===== src/rtl/bac_pkg.sv =====
package bac_pkg;

    localparam int LOW_BITS = 2;

    typedef enum logic {
        ORD_LINEAR     = 1'b0,
        ORD_INTERLEAVE = 1'b1
    } burst_order_e;

    function automatic logic [LOW_BITS-1:0] beat_low(
        input logic [LOW_BITS-1:0] start,
        input logic [LOW_BITS-1:0] beat,
        input burst_order_e        ord
    );
        if (ord == ORD_INTERLEAVE)
            return start ^ beat;
        else
            return start + beat;
    endfunction

endpackage


===== src/rtl/bac_load_decode.sv =====
module bac_load_decode (
    input  logic strb_proc_n,
    input  logic strb_ctrl_n,
    input  logic en1_n,
    input  logic en2,
    input  logic en3_n,
    output logic load,
    output logic proc_win,
    output logic sel_new
);
    // Processor strobe counts only with enable 1 active; it wins over the controller.
    always_comb begin
        proc_win = !strb_proc_n && !en1_n;
        load     = proc_win || !strb_ctrl_n;
        sel_new  = !en1_n && en2 && !en3_n;
    end

    always_comb begin
        if (proc_win) begin
            a_r3_proc_needs_en1: assert (!en1_n);
        end
    end
endmodule


===== src/rtl/bac_beat_counter.sv =====
module bac_beat_counter
    import bac_pkg::*;
#(
    parameter int CW = LOW_BITS
) (
    input  logic          clk,
    input  logic          rst,
    input  logic          load,
    input  logic [CW-1:0] load_val,
    input  logic          step,
    input  burst_order_e  ord,
    output logic [CW-1:0] low_o
);
    typedef struct packed {
        logic [CW-1:0] start;
        logic [CW-1:0] beat;
    } cnt_st_t;

    cnt_st_t st_d, st_q;

    always_comb begin
        st_d = st_q;
        if (load) begin
            st_d.start = load_val;
            st_d.beat  = '0;
        end else if (step) begin
            st_d.beat = st_q.beat + 1'b1;
        end
    end

    always_ff @(posedge clk) begin
        if (rst) st_q <= '0;
        else     st_q <= st_d;
    end

    always_comb low_o = beat_low(st_q.start, st_q.beat, ord);

    // without load or step the beat does not move
    a_r10_no_step_hold: assert property (@(posedge clk) disable iff (rst)
        (!load && !step) |=> $stable(st_q.beat));
    // a load restarts the beat at zero
    a_r1_load_restarts: assert property (@(posedge clk) disable iff (rst)
        load |=> (st_q.beat == '0));
endmodule


===== src/rtl/burst_addr_ctrl.sv =====
module burst_addr_ctrl
    import bac_pkg::*;
#(
    parameter int AW = 21
) (
    input  logic          clk,
    input  logic          rst,
    input  logic [AW-1:0] addr_i,
    input  logic          strb_proc_n,
    input  logic          strb_ctrl_n,
    input  logic          en1_n,
    input  logic          en2,
    input  logic          en3_n,
    input  logic          adv_n,
    input  logic          order_il,
    output logic [AW-1:0] word_addr_o,
    output logic          sel_o,
    output logic          new_acc_o
);
    localparam int UW = AW - LOW_BITS;

    typedef struct packed {
        logic [UW-1:0] base;
        logic          sel;
        logic          nacc;
    } top_st_t;

    top_st_t st_d, st_q;

    logic                load, proc_win, sel_new, step;
    logic [LOW_BITS-1:0] low;
    burst_order_e        ord;

    bac_load_decode u_dec (
        .strb_proc_n (strb_proc_n),
        .strb_ctrl_n (strb_ctrl_n),
        .en1_n       (en1_n),
        .en2         (en2),
        .en3_n       (en3_n),
        .load        (load),
        .proc_win    (proc_win),
        .sel_new     (sel_new)
    );

    always_comb begin
        ord  = burst_order_e'(order_il);
        step = !adv_n && st_q.sel;
    end

    bac_beat_counter #(.CW(LOW_BITS)) u_cnt (
        .clk      (clk),
        .rst      (rst),
        .load     (load),
        .load_val (addr_i[LOW_BITS-1:0]),
        .step     (step),
        .ord      (ord),
        .low_o    (low)
    );

    always_comb begin
        st_d      = st_q;
        st_d.nacc = load;
        if (load) begin
            st_d.base = addr_i[AW-1:LOW_BITS];
            st_d.sel  = sel_new;
        end
    end

    always_ff @(posedge clk) begin
        if (rst) st_q <= '0;
        else     st_q <= st_d;
    end

    always_comb begin
        word_addr_o = {st_q.base, low};
        sel_o       = st_q.sel;
        new_acc_o   = st_q.nacc;
    end

    // accepted strobe captures the full address
    a_r1_capture: assert property (@(posedge clk) disable iff (rst)
        (!strb_ctrl_n || (!strb_proc_n && !en1_n)) |=> (word_addr_o == $past(addr_i)));
    // both strobes with enable 1 active selects according to enables
    a_r2_both_strobes: assert property (@(posedge clk) disable iff (rst)
        (!strb_proc_n && !strb_ctrl_n && !en1_n) |=> (sel_o == ($past(en2) && !$past(en3_n))));
    // gated processor strobe alone loads nothing
    a_r3_proc_gated: assert property (@(posedge clk) disable iff (rst)
        (!strb_proc_n && en1_n && strb_ctrl_n) |=> !new_acc_o);
    // upper bits fixed without a load
    a_r7_upper_fixed: assert property (@(posedge clk) disable iff (rst)
        !load |=> $stable(word_addr_o[AW-1:LOW_BITS]));
    // idle edge holds address and select
    a_r8_idle_hold: assert property (@(posedge clk) disable iff (rst)
        (!load && adv_n) |=> ($stable(word_addr_o) && $stable(sel_o)));
    // deselected burst does not step
    a_r10_desel_still: assert property (@(posedge clk) disable iff (rst)
        (!load && !sel_o) |=> $stable(word_addr_o));
    // pulse only after a load
    a_r11_pulse: assert property (@(posedge clk) disable iff (rst)
        new_acc_o |-> $past(load));
endmodule


===== config.mk =====
export PLATFORM = sky130hd
export DESIGN_NAME = burst_addr_ctrl
export DESIGN_NICKNAME = d
export VERILOG_FILES = /design/src/rtl/bac_pkg.sv /design/src/rtl/bac_load_decode.sv /design/src/rtl/bac_beat_counter.sv /design/src/rtl/burst_addr_ctrl.sv
export SDC_FILE = /design/constraint.sdc
export NUM_CORES = 1
export LEC_CHECK = 0
export CELL_PAD_IN_SITES_DETAIL_PLACEMENT = 1
export CELL_PAD_IN_SITES_GLOBAL_PLACEMENT = 1
export CORE_MARGIN = 8
export CORE_UTILIZATION = 42
export CTS_CLUSTER_DIAMETER = 120
export DETAILED_ROUTE_END_ITERATION = 16
export DONT_BUFFER_PORTS = 1
export GPL_TIMING_DRIVEN = 0
export HOLD_SLACK_MARGIN = 0.15
export PLACE_DENSITY = 0.7
export SETUP_SLACK_MARGIN = 0.3
export SLEW_MARGIN = 20
export SYNTH_ARGS = -nofsm -noshare
export SYNTH_HDL_FRONTEND = slang
export SYNTH_SLANG_ARGS = --single-unit

===== constraint.sdc =====
create_clock -name clk -period 1.1 [get_ports clk]
set_input_delay 0.055 -clock clk [delete_from_list [all_inputs] [get_ports clk]]
set_output_delay 0.055 -clock clk [all_outputs]
set_load 0.03 [all_outputs]

**Yosys cells after proc, flatten, opt, wreduce, memory -nomap -nowiden**

Cells that the tools add are included.

- $add $sub $neg: 2
- Muxes and demuxes: 1
- Bitwise gates (word level): 1
- Reduce and logical (&&, ||, !) cells: 11

Operators with widths:

| kind | count |
|---|---|
| $logic_not A1 Y1 | 5 |
| $logic_and A1 B1 Y1 | 4 |
| $add A2 B1 Y2 const B | 1 |
| $add A2 B2 Y2 | 1 |
| $mux W2 | 1 |
| $reduce_or A2 Y1 | 1 |
| $xor A2 B2 Y2 | 1 |
| $logic_or A1 B1 Y1 | 1 |

- Input port bits: 30
- Logic and storage cells: 20
- Register bits after elaboration: 25
- Output and inout port bits: 23

**Longest topological paths before layout**

- Depth after elaboration: 4
- Depth in mapped cells: 4
- Gate-level depth less buffers: 3

**Hierarchy**

Synthesis repeated with hierarchy kept, for this count alone.

- Cell total of the unflattened synthesis: 89
- Area total of the unflattened synthesis: 977.2 µm²

Modules (own cells, without submodules):

| module | seq. area each (µm²) | instances | cells each | area each (µm²) |
|---|---|---|---|---|
| burst_addr_ctrl | 420.4 | 1 | 68 | 767.0 |
| bac_beat_counter | 80.1 | 1 | 18 | 188.9 |
| bac_load_decode | 0.0 | 1 | 3 | 21.3 |

**Worst setup path before layout**

No wires, ideal clock.

- Path type: flip-flop to output port
- Start: register u_cnt.st_q[0] (netlist bit)
- End: output port word_addr_o[1]
- Path buffers: 0
- Arrival time: 1.145 ns
- Setup slack: -0.100 ns
- Stages on the path, launching flop included: 4
- Required time: 1.045 ns
- Cells stage by stage: dfxtp_1 -> ha_1 -> nor2b_1 -> xnor2_1

- Word-level cells in the longest chain between the ends: 2

RTL lines:

| item | RTL line | RTL |
|---|---|---|
| start, declared | bac_beat_counter.sv:19 | `cnt_st_t st_d, st_q;` |
| start signal, assigned | bac_beat_counter.sv:33 | `else st_q <= st_d;` |
| $add A2 B2 Y2 | bac_pkg.sv:18 | `return start + beat;` |
| $mux W2 | bac_pkg.sv:15 | `if (ord == ORD_INTERLEAVE)` |
| end, declared | burst_addr_ctrl.sv:16 | `output logic [AW-1:0] word_addr_o,` |

No other way between the ends.

**Worst setup path in the final report**

Ends and elaborated chain as after synthesis.

==> results.sh <==
export IMPL_status="finished, violations left"
export IMPL_violations="setup timing"
export IMPL_yosys_warnings=0
export IMPL_critPathLaunchType="register"
export IMPL_hold_class="in -> reg"
export IMPL_worstPathArrival_ps=1210
export IMPL_drc=0
export IMPL_ys_flop_type="dfxtp_1"
export IMPL_drv_cap=0
export IMPL_regToRegSetupSlack_ps=80
export IMPL_fp_dieH_um=61.1
export IMPL_first_iter_violations=9
export IMPL_initial_core_util_pct=43.9
export IMPL_fin_nets=129
export IMPL_setup_violations_final=1
export IMPL_h_tree_depth=1
export IMPL_instances_no_fill=124
export IMPL_crit_path_end_kind="primary output"
export IMPL_clk_insertion_delay_late_ps=310
export IMPL_powerDensity_nw_per_um2=1290
export IMPL_crit_buf_inv=0
export IMPL_wirelength_mm=2.75
export IMPL_antenna_found_initial=0
export IMPL_vdd_drop_max_mv=0.900
export IMPL_antenna_cells=0
export IMPL_crit_chain="ha_4, nor2b_4, xnor2_4"
export IMPL_overflow=0
export IMPL_fin_crit_sh_pct=115
export IMPL_synth_edf_count=0
export IMPL_area_delta_synth_final_pct=57.2
export IMPL_yosysMostFrequentCell="dfxtp_1"
export IMPL_synthesis_nets=96
export IMPL_max_stage_delay_ps=370
export IMPL_core_area_sq_um=1940
export IMPL_async_flop_share_pct=0
export IMPL_grt_max_degree=14
export IMPL_synth_area_leaders="dfxtp_1 59%, a22o_1 22%, buf_8 3.5%, xnor2_1 3.1%, buf_6 2.6%"
export IMPL_fp_dieW_um=61.1
export IMPL_io_pins=53
export IMPL_seq_area_frac_synth_pct=58.7
export IMPL_dp_cells=92
export IMPL_hpwl_mm=1.52
export IMPL_numPortBuffers=0
export IMPL_worst_slack_ps=-163
export IMPL_clk_pin_slew_ps=130
export IMPL_cp_top_family="flip-flops"
export IMPL_netlist_instances=65
export IMPL_routabilityCongestion=0.606
export IMPL_slew_limit_headroom_pct=81.7
export IMPL_hold_worst_slack_ps=95.8
export IMPL_cts_sinks=25
export IMPL_yosysTopAreaCell="dfxtp_1"
export IMPL_finalClockSkew_ps=3.18
export IMPL_grt_setup_unrepaired="true"
export IMPL_finalHoldViolCount=0
export IMPL_worstPathMaxFanout=2
export IMPL_cp_slowest_cell="dfxtp_2"
export IMPL_max_freq_mhz=792
export IMPL_yosysUniqueCellTypes=15
export IMPL_pre_cts_ws_ps=155
export IMPL_tns_ps=-163
export IMPL_vias=670
export IMPL_ant_nets=0
export IMPL_num_fill_cells=175
export IMPL_grt_pass1_vias=788
export IMPL_syn_cell_area_sq_um=853
export IMPL_p_total_mw=1.73
export IMPL_critPathKind="reg -> out"
export IMPL_cts_root_buf="clkbuf_4"
export IMPL_avgRoutedWirePerCell_um=22.2
export IMPL_design_die_area_sq_um=3730
export IMPL_cts_made_buffers=3
export IMPL_drv_slew=0
export IMPL_clock_path_buffers=2
export IMPL_synth_area_per_cell_sq_um=13.1
export IMPL_synth_common_cells="25 x dfxtp_1, 21 x a22o_1, 3 x xnor2_1"
export IMPL_grt_pass1_wl_mm=4.18
export IMPL_power_leakage_nw=0.519
export IMPL_cts_tree="yes"
export IMPL_num_rows=16
export IMPL_crit_required_ps=1040
export IMPL_drive_gt1_share_pct=42.3
export IMPL_ys_ff_latch=25
export IMPL_routed_via_density=5.40
export IMPL_first_pass_iters=4
export IMPL_tightestPinTransition_ps=273
export IMPL_cts_hold_buf=27
export IMPL_track_usage_pct=15.3
export IMPL_yosysTopAreaCellShare_pct=58.7
export IMPL_min_period_ps=1260
path summary, 6_finish.rpt:
path / to / start / cells after the start
max: word_addr_o[1] / u_cnt.st_q[0] / 3
min: u_cnt.st_q[0] / rst / 2
max reg2reg: u_cnt.st_q[1] / u_cnt.st_q[0] / 4
min reg2reg: u_cnt.st_q[2] / u_cnt.st_q[2] / 1
final cells by class:
cell class              count  area [sq um]  share of cell area, %
plain buffers               4          52.6                   3.92
flip-flops and latches     25           582                   43.4
repair buffers             28           280                   20.9
clock buffers               4          26.3                   1.96
well taps                  27          33.8                   2.52
multi-input cells          36           367                   27.3
worst reg2reg max path, cell delays in order, from the launching register on:
cell	delay (ps)
dfxtp_2	390
buf_4	140
nand3b_1	100
xor2_1	170
nor3_1	150
cell families after synthesis:
kind of cell / count (synthesis) / synth area share [%]
flops: 25 / 58.7
compound gates: 23 / 23.8
simple gates: 8 / 5.87
xor+xnor: 4 / 4.11
buf+inv: 4 / 6.16
fa+ha+maj: 1 / 1.47
where the power goes:
| part | total, mW | internal, mW | switching, mW |
|---|---|---|---|
| clock network | 0.400 | 0.141 | 0.259 |
| registers | 1.09 | 0.949 | 0.142 |
| logic | 0.234 | 0.144 | 0.0897 |
| total | 1.73 | 1.23 | 0.491 |
per-stage QoR:
| stage | utilization (%) | cell area [sq um] |
|---|---|---|
| floorplan | - | 895 |
| global placement | 47.8 | 928 |
| detailed placement | 47.8 | 928 |
| CTS | 68.2 | 1320 |
| global route | 69.1 | 1340 |
| finish | 69.1 | 1340 |
routing by layer:
metal  wire [um]  global-route usage [%]  share of wire (%)
met5           0                       0                  0
met4          14                    3.99               0.51
met3         284                    6.26                 10
met2        1510                    29.9                 55
met1         945                    14.1                 34
registers in the layout, summed over array words and instances, names as in the netlist:
name         cells
word_addr_o     19
new_acc_o        1
u_cnt.st_q       4
sel_o            1
cell usage in the layout (no fill, tap or decap):
cell type,Yosys,final
nor3_1,2,1
o21ai_2,1,1
buf_8,2,2
a32o_1,1,1
dfxtp_2,0,2
dfxtp_1,25,2
xnor2_4,0,1
xor2_1,1,1
a22o_1,21,21
ha_4,0,1
clkbuf_4,0,3
buf_4,0,1
clkbuf_1,0,1
nand3b_1,1,1
nor3_2,0,1
xnor2_2,0,2
and2b_4,1,1
dlymetal6s4s_1,0,1
buf_6,2,2
nor2_2,1,1
dfxtp_4,0,21
nor2_1,1,1
dlygate4sd3_1,0,26
nor2b_4,0,2
what timing repair did:
item                       4_1_cts  5_1_grt
pin swaps                        2        0
setup endpoints to repair       26       48
hold endpoints to repair        25        3
buffers inserted                 1        0
gates resized for setup         42        4
(Power assumes the default switching activity.)
